### config.mk
export PLATFORM = sky130hd
export DESIGN_NAME = igarb_top
export DESIGN_NICKNAME = d
export VERILOG_FILES = /design/src/rtl/igarb_pkg.sv /design/src/rtl/igarb_gate_mask.sv /design/src/rtl/igarb_prio_pick.sv /design/src/rtl/igarb_top.sv
export SDC_FILE = /design/constraint.sdc
export NUM_CORES = 1
export LEC_CHECK = 0
export ABC_AREA = 1
export BUFFER_PORTS_ARGS = -buffer_cell sky130_fd_sc_hd__buf_2
export CAP_MARGIN = 5
export CORE_AREA = 2 2 39 41
export CTS_BUF_LIST = sky130_fd_sc_hd__clkbuf_16
export CTS_CLUSTER_DIAMETER = 150
export CTS_CLUSTER_SIZE = 8
export DETAILED_ROUTE_END_ITERATION = 8
export DIE_AREA = 0 0 41 43
export PLACE_DENSITY_LB_ADDON = 0.05
export SETUP_SLACK_MARGIN = 0.15
export SYNTH_ARGS = -nofsm -noshare
export SYNTH_HDL_FRONTEND = slang
export SYNTH_HIERARCHICAL = 1
export SYNTH_SLANG_ARGS = --single-unit
### constraint.sdc
create_clock -name clk_i -period 2 [get_ports clk_i]
set_input_delay 0.5 -clock clk_i [delete_from_list [all_inputs] [get_ports clk_i]]
set_output_delay 0.5 -clock clk_i [all_outputs]
set_load 0.03 [all_outputs]
### src/rtl/igarb_pkg.sv
package igarb_pkg;
    // number of gated masters; the processor is one extra master above them
    localparam int unsigned GATED_MASTERS = 3;

    // priority index of each gated master (lower index wins)
    typedef enum logic [1:0] {
        MST_DMA = 2'd0,
        MST_MAC = 2'd1,
        MST_USB = 2'd2
    } master_idx_e;
endpackage

### src/rtl/igarb_gate_mask.sv
module igarb_gate_mask #(
    parameter int unsigned N = 3
) (
    input  logic [N-1:0]   irq_en_i,
    input  logic [N-1:0]   fiq_en_i,
    input  logic           irq_i,
    input  logic           fiq_i,
    input  logic [N-1:0]   req_i,
    output logic [N-1:0]   mask_o,
    output logic [N-1:0]   elig_o
);
    // one gating cell per master
    for (genvar g = 0; g < N; g++) begin : g_cell
        always_comb begin
            mask_o[g] = (irq_en_i[g] & irq_i) | (fiq_en_i[g] & fiq_i);
            elig_o[g] = req_i[g] & ~mask_o[g];
        end
    end
endmodule

### src/rtl/igarb_prio_pick.sv
module igarb_prio_pick #(
    parameter int unsigned N = 3
) (
    input  logic [N-1:0] elig_i,
    output logic [N:0]   pick_o
);
    // blocked[k]: some master with index below k is eligible
    logic [N:0] blocked;

    assign blocked[0] = 1'b0;

    for (genvar k = 0; k < N; k++) begin : g_chain
        assign blocked[k+1] = blocked[k] | elig_i[k];
        assign pick_o[k]    = elig_i[k] & ~blocked[k];
    end

    // processor is the fallback owner
    assign pick_o[N] = ~blocked[N];
endmodule

### src/rtl/igarb_top.sv
module igarb_top
    import igarb_pkg::*;
#(
    parameter int unsigned N = GATED_MASTERS
) (
    input  logic             clk_i,
    input  logic             rst_ni,
    input  logic [N-1:0]     req_i,
    input  logic             irq_i,
    input  logic             fiq_i,
    input  logic             ready_i,
    input  logic             cfg_we_i,
    input  logic [2*N-1:0]   cfg_wdata_i,
    output logic [2*N-1:0]   cfg_rdata_o,
    output logic [N:0]       gnt_o
);
    localparam int unsigned EN_W  = 2 * N;
    localparam int unsigned GNT_W = N + 1;
    localparam logic [GNT_W-1:0] GNT_CPU = GNT_W'(1) << N;

    typedef struct packed {
        logic [EN_W-1:0]  en;
        logic [GNT_W-1:0] gnt;
    } state_t;

    state_t st_d, st_q;

    logic [N-1:0]     mask;
    logic [N-1:0]     elig;
    logic [GNT_W-1:0] pick;

    igarb_gate_mask #(.N(N)) i_mask (
        .irq_en_i (st_q.en[N-1:0]),
        .fiq_en_i (st_q.en[EN_W-1:N]),
        .irq_i    (irq_i),
        .fiq_i    (fiq_i),
        .req_i    (req_i),
        .mask_o   (mask),
        .elig_o   (elig)
    );

    igarb_prio_pick #(.N(N)) i_pick (
        .elig_i (elig),
        .pick_o (pick)
    );

    always_comb begin
        st_d = st_q;
        if (cfg_we_i) begin
            st_d.en = cfg_wdata_i;
        end
        if (ready_i) begin
            st_d.gnt = pick;
        end
    end

    always_ff @(posedge clk_i or negedge rst_ni) begin
        if (!rst_ni) begin
            st_q.en  <= '0;
            st_q.gnt <= GNT_CPU;
        end else begin
            st_q <= st_d;
        end
    end

    assign cfg_rdata_o = st_q.en;
    assign gnt_o       = st_q.gnt;


    gnt_onehot_chk: assert property (@(posedge clk_i) disable iff (!rst_ni)
        $countones(gnt_o) == 1);


    gnt_hold_chk: assert property (@(posedge clk_i) disable iff (!rst_ni)
        !ready_i |=> $stable(gnt_o));


    cfg_hold_chk: assert property (@(posedge clk_i) disable iff (!rst_ni)
        !cfg_we_i |=> $stable(cfg_rdata_o));


    cpu_default_chk: assert property (@(posedge clk_i) disable iff (!rst_ni)
        (ready_i && elig == '0) |=> gnt_o[N]);


    for (genvar m = 0; m < N; m++) begin : g_chk
        masked_degrant_chk: assert property (@(posedge clk_i) disable iff (!rst_ni)
            (ready_i && mask[m]) |=> !gnt_o[m]);
    end
endmodule

==> flow_metrics.env, run 1 <==
export IMPL_outcome="finished clean"
export IMPL_irDropWorstVdd_mv=0.4117
export IMPL_grt_pass1_vias=418
export IMPL_cts_root_buf="clkbuf_16"
export IMPL_synthFlopType="dfrtp_1"
export IMPL_setup_tns_ps=0
export IMPL_die_area_um2=1763
export IMPL_cp_max_fo=2
export IMPL_place_ws_ps=765.8
export IMPL_dr_pass1_iters=4
export IMPL_crit_family="flip-flops"
export IMPL_stdcell_count=108
export IMPL_register_area_um2=251.5
export IMPL_syn_area_um2=476.7
export IMPL_crit_buf_inv=1
export IMPL_fin_skew_ps=3.368
export IMPL_synthDistinctLibCells=9
export IMPL_path_cells="buf_2"
export IMPL_clk_latency_ps=230
export IMPL_synthTopCellsByArea="dfrtp_1 (47%), nand2_1 (29%), dfstp_2 (5.5%), inv_1 (4.7%), nand2_2 (3.9%)"
export IMPL_clkTransAtPathRegs_ps=40
export IMPL_post_dp_hpwl_um=763.7
export IMPL_cts_resized_gates=0
export IMPL_grt_overflow=0
export IMPL_h_tree_depth=1
export IMPL_p_total_mw=0.7129
export IMPL_ys_async_sr_fraction_pct=100.0
export IMPL_relSlewSlack_pct=84.80
export IMPL_post_route_min_period_ps=1442
export IMPL_design_core_area_um2=1384
export IMPL_fin_nets=108
export IMPL_cp_arrival_ps=940
export IMPL_crit_path_start_kind="flop"
export IMPL_synth_edf_count=0
export IMPL_ant_nets=0
export IMPL_syn_area_per_cell_um2=7.334
export IMPL_min_delay_path_class="primary input to async pin"
export IMPL_antenna_found_initial=0
export IMPL_post_cts_buffers=0
export IMPL_hold_ws_ps=117.8
export IMPL_cts_num_sinks=10
export IMPL_drc_errors=0
export IMPL_drt_wirelength_per_cell_um=9.667
export IMPL_cts_tree="yes"
export IMPL_area_growth_pct=44.36
export IMPL_die_width_um=41
export IMPL_initial_core_util_pct=34.45
export IMPL_finalHoldViolations=0
export IMPL_routed_wl_mm=1.044
export IMPL_crit_type="flop to output pin"
export IMPL_io_buffers=24
export IMPL_max_stage_delay_ps=520
export IMPL_final_util_pct=49.73
export IMPL_synth_common_cells="nand2_1 (37), dfrtp_1 (9), inv_1 (6)"
export IMPL_top_usage_layer="met1"
export IMPL_synthCells=65
export IMPL_groute_usage_overall_pct=14.99
export IMPL_ios=25
export IMPL_synth_seq_area_share_pct=52.76
export IMPL_finalWeightedCongestion=0.7508
export IMPL_diodes=0
export IMPL_grt_pass1_wl_mm=1.690
export IMPL_maxSlewViolCount=0
export IMPL_synth_nets=80
export IMPL_required_ps=1500
export IMPL_p_per_area_nw_per_um2=1036
export IMPL_hold_buffers=0
export IMPL_final_area_um2=688.2
export IMPL_cts_made_buffers=3
export IMPL_yosysTopAreaCellShare_pct=47.24
export IMPL_ys_ff_latch=10
export IMPL_grt_max_degree=11
export IMPL_vias=462
export IMPL_yosys_warnings=6
export IMPL_placedCellCount=104
export IMPL_fin_crit_sh_pct=72.08
export IMPL_setup_ws_ps=558.4
export IMPL_clockBufferDepth=2
export IMPL_drive_gt1_share_pct=39.13
export IMPL_finalSetupViolations=0
export IMPL_slowest_stage="dfstp_2"
export IMPL_drtIter0Drc=5
export IMPL_drt_vias_per_instance=4.278
export IMPL_leakage_nw=0.4276
export IMPL_grt_util_met3_pct=4.712
export IMPL_rsz0062_at_grt="no"
export IMPL_grt_use_met2_pct=19.38
export IMPL_grtUsageMet1_pct=19.54
export IMPL_drv_cap=0
export IMPL_rows=14
export IMPL_multi_input_area_um2=187.7
export IMPL_fmax_mhz=693.7
export IMPL_tightest_slew_ps=228.0
export IMPL_die_h_um=43
export IMPL_place_area_um2=609.3
export IMPL_end_kind="output pin"
export IMPL_n_fill_cell=147
export IMPL_synth_top_area_cell="dfrtp_1"
export IMPL_synth_most_common_cell="nand2_1"
## sequential cells by signal, indices dropped and copies added (netlist names)
| name | cells |
|---|---|
| cfg_rdata_o | 6 |
| gnt_o | 4 |
## final cells by class
cell class / count / share of cell area, %
clock inverters: 1 / 0.5455
inverters: 8 / 4.364
flip-flops and latches: 10 / 36.55
repair buffers: 24 / 17.45
well taps: 16 / 2.909
multi-input cells: 46 / 27.27
clock buffers: 3 / 10.91
## layer usage
metal,part of all wire [%],up-vias
met3,7.6,0
met1,45,204
met2,48,18
li1,-,240
met5,0,-
met4,0,0
## logic make-up (layout without fill, tap and decap cells)
| logic type | count (synthesis) | count (layout) | synth area share, % |
|---|---|---|---|
| AND/OR/NAND/NOR | 46 | 46 | 39.37 |
| flip-flops | 10 | 10 | 52.76 |
| buffers and inverters | 9 | 36 | 7.875 |
## power by group
group          switching [mW]  internal (mW)  total (mW)
Combinational          0.0841         0.0405       0.125
Sequential             0.0127          0.225       0.237
Clock                  0.0895          0.262       0.351
Total                   0.186          0.527       0.713
## final timing paths
path	from	to	slack, ps	cells past startpoint
worst max-delay path	gnt_o[3]$_DFFE_PN1P_	gnt_o[3]	560	1
worst min-delay path	rst_ni	cfg_rdata_o[1]$_DFFE_PN0P_	120	1
worst max register to register	cfg_rdata_o[3]$_DFFE_PN0P_	gnt_o[2]$_DFFE_PN0P_	980	8
worst min register to register	gnt_o[0]$_DFFE_PN0P_	gnt_o[0]$_DFFE_PN0P_	460	2
max in group asynchronous	rst_ni	gnt_o[3]$_DFFE_PN1P_	1620	1
min in group clk_i	cfg_wdata_i[4]	cfg_rdata_o[4]$_DFFE_PN0P_	460	3
## cell usage in the layout, fill, tap and decap left out, drive strengths merged
master | synthesis | final
buf | 1 | 24
inv | 8 | 9
nor2 | 6 | 6
clkbuf | 0 | 3
dfstp | 1 | 1
nand2 | 40 | 40
dfrtp | 9 | 9
(Power assumes the default switching activity.)
==> run 2, diff against run 1 <==
==> constraint.sdc (replaced) <==
create_clock -name clk_i -period 1.45 [get_ports clk_i]
set_input_delay 0.3625 -clock clk_i [delete_from_list [all_inputs] [get_ports clk_i]]
set_output_delay 0.3625 -clock clk_i [all_outputs]
set_load 0.03 [all_outputs]
==> flow_metrics.env, run 2 (synthesis gave the netlist of run 1 again) <==
export IMPL_die_area_um2=1763
export IMPL_finalSetupViolations=0
export IMPL_routed_wl_mm=1.043
export IMPL_grt_pass1_vias=427
export IMPL_drive_gt1_share_pct=38.71
export IMPL_clk_latency_ps=230
export IMPL_rows=14
export IMPL_post_route_min_period_ps=1266
export IMPL_drv_cap=0
export IMPL_max_stage_delay_ps=520
export IMPL_p_per_area_nw_per_um2=1408
export IMPL_final_common_cell="nand2_1"
export IMPL_setup_ws_ps=184.5
export IMPL_drc_errors=0
export IMPL_placedCellCount=104
export IMPL_crit_family="flip-flops"
export IMPL_fin_skew_ps=3.495
export IMPL_finalWeightedCongestion=0.7508
export IMPL_clockBufferDepth=2
export IMPL_drt_wirelength_per_cell_um=9.569
export IMPL_clkTransAtPathRegs_ps=40
export IMPL_cp_arrival_ps=900
export IMPL_fin_crit_sh_pct=87.28
export IMPL_finalHoldViolations=0
export IMPL_place_ws_ps=353.3
export IMPL_cts_tree="yes"
export IMPL_diodes=0
export IMPL_reg2reg_depth=8
export IMPL_ios=25
export IMPL_swShare_pct=26.01
export IMPL_io_buffers=24
export IMPL_groute_usage_overall_pct=15.10
export IMPL_r2r_slack_ps=430
export IMPL_grt_overflow=0
export IMPL_design_core_area_um2=1384
export IMPL_crit_path_start_kind="flop"
export IMPL_stdcell_count=109
export IMPL_tightest_slew_ps=226.7
export IMPL_clockPowerShare_pct=49.0
export IMPL_most_common_layout_cells="nand2_1 (37), buf_2 (23), dfrtp_1 (9)"
export IMPL_largest_register_ffs=6
export IMPL_initial_core_util_pct=34.45
export IMPL_cts_made_buffers=3
export IMPL_outcome="finished clean"
export IMPL_crit_buf_inv=1
export IMPL_cts_root_buf="clkbuf_16"
export IMPL_h_tree_depth=1
export IMPL_vias=466
export IMPL_area_growth_pct=46.98
export IMPL_grt_pass1_wl_mm=1.704
export IMPL_crit_type="flop to output pin"
export IMPL_end_kind="output pin"
export IMPL_fmax_mhz=790.2
export IMPL_dr_pass1_iters=4
export IMPL_grt_max_degree=11
export IMPL_intPower_mw=0.7302
export IMPL_pwr_share_comb_pct=17.8
export IMPL_rsz0062_at_grt="no"
export IMPL_slowest_stage="dfstp_2"
export IMPL_cts_num_sinks=10
export IMPL_fin_nets=109
export IMPL_post_cts_buffers=0
export IMPL_p_sw_mw=0.2567
export IMPL_die_width_um=41
export IMPL_leakage_nw=0.4322
export IMPL_drtIter0Drc=6
export IMPL_maxSlewViolCount=0
export IMPL_ant_nets=0
export IMPL_post_dp_hpwl_um=763.7
export IMPL_required_ps=1090
export IMPL_setup_tns_ps=0
export IMPL_crit_cells=1
export IMPL_min_delay_path_class="primary input to flop"
export IMPL_drt_vias_per_instance=4.275
export IMPL_antenna_found_initial=0
export IMPL_relSlewSlack_pct=84.88
export IMPL_irDropWorstVdd_mv=0.5736
export IMPL_cp_max_fo=2
export IMPL_path_cells="buf_4"
export IMPL_hold_depth=3
export IMPL_die_h_um=43
export IMPL_pwr_share_seq_pct=33.2
run 2: cell count changes in the layout (fill, tap and decap cells not counted):
cell,change
buf_2,-1
buf_4,+1
dlygate4sd3_1,+1
run 2: worst paths after layout:
check / startpoint / to
max: gnt_o[3]$_DFFE_PN1P_ / gnt_o[3]
min: cfg_wdata_i[4] / cfg_rdata_o[4]$_DFFE_PN0P_
max reg2reg: cfg_rdata_o[3]$_DFFE_PN0P_ / gnt_o[2]$_DFFE_PN0P_
min reg2reg: gnt_o[0]$_DFFE_PN0P_ / gnt_o[0]$_DFFE_PN0P_
max in group asynchronous: rst_ni / gnt_o[3]$_DFFE_PN1P_
min in group asynchronous: rst_ni / cfg_rdata_o[1]$_DFFE_PN0P_
run 2: tightest hold or removal path, stage by stage:
cell	delay, ps
buf_2	70
nand2_1	40
nand2_1	50
run 2: timing repair:
| action | in CTS | in global routing |
|---|---|---|
| setup endpoints to repair | 0 | 1 |
| hold endpoints to repair | 9 | 0 |
| hold buffers | 1 | 0 |
| gates resized for setup | 0 | 2 |
run 2: per-stage QoR:
stage | power (mW) | hold slack [ps] | instance area [um^2] | util [%]
6_report | 0.9868 | 323.8 | 700.7 | 50.63
3_3_place_gp | 0.5024 | 235.8 | 609.3 | 44.03
2_1_floorplan | 0.4417 | 66.91 | 476.7 | -
3_5_place_dp | 0.5037 | 235.4 | 609.3 | 44.03
4_1_cts | 0.9976 | 320.8 | 698.2 | 50.45
5_1_grt | 1.042 | 338.0 | 700.7 | 50.63
run 2: metal layers:
layer	up-vias	wire [um]	track usage, %	part of all wire [%]
li1	242	-	-	-
met1	206	464	19.21	44
met2	18	501	20.00	48
met3	0	78	4.712	7.5
met4	0	0	12.00	0
met5	-	0	0	0
run 2: cell type report:
type	instances	area, um^2
clock buffers	3	75.07
clock inverters	1	3.754
fillers	143	683.2
inverters	8	30.03
multi-input cells	46	187.7
flip-flops and latches	10	251.5
well taps	16	20.02
repair buffers	25	132.6
run 2: power by group through the flow:
stage | registers, mW | clock network (mW) | logic [mW]
after global placement | 0.330 | 0 | 0.173
final | 0.327 | 0.484 | 0.176
after detailed placement | 0.330 | 0 | 0.173
after global routing | 0.332 | 0.513 | 0.197
after floorplan | 0.384 | 0 | 0.0574
after CTS | 0.328 | 0.494 | 0.176
==> run 3, diff against run 2 <==
--- a/config.mk
+++ b/config.mk
@@ -15,6 +15,7 @@
 export DETAILED_ROUTE_END_ITERATION = 8
 export DIE_AREA = 0 0 41 43
 export PLACE_DENSITY_LB_ADDON = 0.05
+export RECOVER_POWER = 100
 export SETUP_SLACK_MARGIN = 0.15
 export SYNTH_ARGS = -nofsm -noshare
 export SYNTH_HDL_FRONTEND = slang
==> flow_metrics.env, run 3 (synthesis gave the netlist of run 1 again) <==
export IMPL_irDropWorstVdd_mv=0.5342
export IMPL_cts_tree="yes"
export IMPL_vias=465
export IMPL_register_area_um2=251.5
export IMPL_timing_rr_start="cfg_rdata_o[3]$_DFFE_PN0P_"
export IMPL_post_route_min_period_ps=1306
export IMPL_diodes=0
export IMPL_cts_made_buffers=3
export IMPL_clk_latency_ps=230
export IMPL_rsz0062_at_grt="no"
export IMPL_routed_wl_mm=1.040
export IMPL_reg2reg_depth=8
export IMPL_dr_pass1_iters=4
export IMPL_cts_num_sinks=10
export IMPL_largest_register_ffs=6
export IMPL_drtIter0Drc=10
export IMPL_hold_ws_ps=324.2
export IMPL_min_to="cfg_rdata_o[4]$_DFFE_PN0P_"
export IMPL_groute_usage_overall_pct=15.10
export IMPL_p_per_area_nw_per_um2=1430
export IMPL_slowest_stage="dfstp_2"
export IMPL_crit_family="flip-flops"
export IMPL_placedCellCount=104
export IMPL_fin_crit_sh_pct=90.04
export IMPL_grt_pass1_wl_mm=1.704
export IMPL_cts_root_buf="clkbuf_16"
export IMPL_grt_use_met2_pct=20.00
export IMPL_top_usage_layer="met2"
export IMPL_clockBufferDepth=2
export IMPL_grt_pass1_vias=427
export IMPL_maxSlewViolCount=0
export IMPL_hold_depth=3
export IMPL_p_sw_mw=0.2555
export IMPL_clkTransAtPathRegs_ps=40
export IMPL_finalHoldViolations=0
export IMPL_drv_cap=0
export IMPL_end_kind="output pin"
export IMPL_die_width_um=41
export IMPL_final_common_cell="nand2_1"
export IMPL_relSlewSlack_pct=63.11
export IMPL_finalSetupViolations=0
export IMPL_p_total_mw=0.9753
export IMPL_crit_type="flop to output pin"
export IMPL_grt_max_degree=11
export IMPL_min_delay_path_class="primary input to flop"
export IMPL_area_growth_pct=43.04
export IMPL_grt_overflow=0
export IMPL_pwr_share_comb_pct=16.9
export IMPL_drt_wirelength_per_cell_um=9.541
export IMPL_finalWeightedCongestion=0.7508
export IMPL_n_fill_cell=152
export IMPL_swShare_pct=26.20
export IMPL_h_tree_depth=1
export IMPL_clockPowerShare_pct=49.5
export IMPL_fmax_mhz=766.0
export IMPL_crit_path_start_kind="flop"
export IMPL_post_dp_hpwl_um=763.7
export IMPL_setup_tns_ps=0
export IMPL_drive_gt1_share_pct=24.73
export IMPL_min_delay_start="cfg_wdata_i[4]"
export IMPL_grt_util_met3_pct=4.712
export IMPL_die_h_um=43
export IMPL_outcome="finished clean"
export IMPL_stdcell_count=109
export IMPL_path_cells="clkbuf_2"
export IMPL_tightest_slew_ps=553.3
export IMPL_crit_buf_inv=1
export IMPL_ant_nets=0
export IMPL_ios=25
export IMPL_rows=14
export IMPL_design_core_area_um2=1384
export IMPL_max_stage_delay_ps=520
export IMPL_intPower_mw=0.7198
export IMPL_leakage_nw=0.3972
export IMPL_fin_skew_ps=2.955
export IMPL_most_common_layout_cells="nand2_1 (37), buf_2 (12), clkbuf_1 (11)"
export IMPL_drc_errors=0
export IMPL_drt_vias_per_instance=4.266
export IMPL_grtUsageMet1_pct=19.21
export IMPL_initial_core_util_pct=34.45
export IMPL_fin_nets=109
export IMPL_r2r_end="gnt_o[2]$_DFFE_PN0P_"
export IMPL_antenna_found_initial=0
export IMPL_io_buffers=24
export IMPL_die_area_um2=1763
export IMPL_cp_max_fo=2
export IMPL_multi_input_area_um2=185.2
export IMPL_r2r_slack_ps=380
export IMPL_pwr_share_seq_pct=33.6
export IMPL_required_ps=1090
export IMPL_cp_arrival_ps=940
[run 3: cell types whose count changed in the layout (fill, tap and decap cells not counted), sizes merged]
cell / delta
clkbuf: +12
buf: -12
[run 3: final cells by class]
| type | instances | area share (%) |
|---|---|---|
| clock buffers | 3 | 11.01 |
| well taps | 16 | 2.936 |
| repair buffers | 25 | 17.06 |
| inverters | 8 | 4.404 |
| multi-input cells | 46 | 27.16 |
| flip-flops and latches | 10 | 36.88 |
| clock inverters | 1 | 0.5505 |
[run 3: power groups by stage]
| stage | logic (mW) | registers [mW] | clock network (mW) |
|---|---|---|---|
| 2_1_floorplan | 0.0574 | 0.384 | 0 |
| 3_3_place_gp | 0.173 | 0.330 | 0 |
| 3_5_place_dp | 0.173 | 0.330 | 0 |
| 4_1_cts | 0.176 | 0.328 | 0.494 |
| 5_1_grt | 0.186 | 0.333 | 0.513 |
| 6_report | 0.165 | 0.328 | 0.483 |
[run 3: routing by layer]
layer	part of all wire [%]	wire, um
met1	46	478
met5	0	0
met4	0.29	3
met3	6.3	66
met2	47	491
[run 3: how the worst max path moves through the flow]
stage                                from              endpoint  slack [ps]  cells after the start
3_5_place_dp                        irq_i  gnt_o[2]$_DFFE_PN0P_         350                      9
2_1_floorplan  cfg_rdata_o[0]$_DFFE_PN0P_  gnt_o[2]$_DFFE_PN0P_         340                      8
6_report             gnt_o[3]$_DFFE_PN1P_              gnt_o[3]         140                      1
4_1_cts              gnt_o[3]$_DFFE_PN1P_              gnt_o[3]         150                      1
5_1_grt        cfg_rdata_o[1]$_DFFE_PN0P_        cfg_rdata_o[1]          90                      1
3_3_place_gp                        irq_i  gnt_o[2]$_DFFE_PN0P_         370                      9
[run 3: metrics by stage]
step                instance area (um^2)  setup slack, ps  utilization, %
global route                       681.9            94.17           49.28
global placement                   609.3            365.3           44.03
floorplan                          476.7            342.1               -
CTS                                698.2            151.2           50.45
detailed placement                 609.3            353.3           44.03
finish                             681.9            144.4           49.28
[run 3: what timing repair did]
| item | CTS | global route |
|---|---|---|
| setup endpoints to repair | 0 | 1 |
| endpoints found under the hold margin | 9 | 0 |
| buffers inserted | 0 | 0 |
| hold buffers | 1 | 0 |
| gates resized for setup | 0 | 2 |
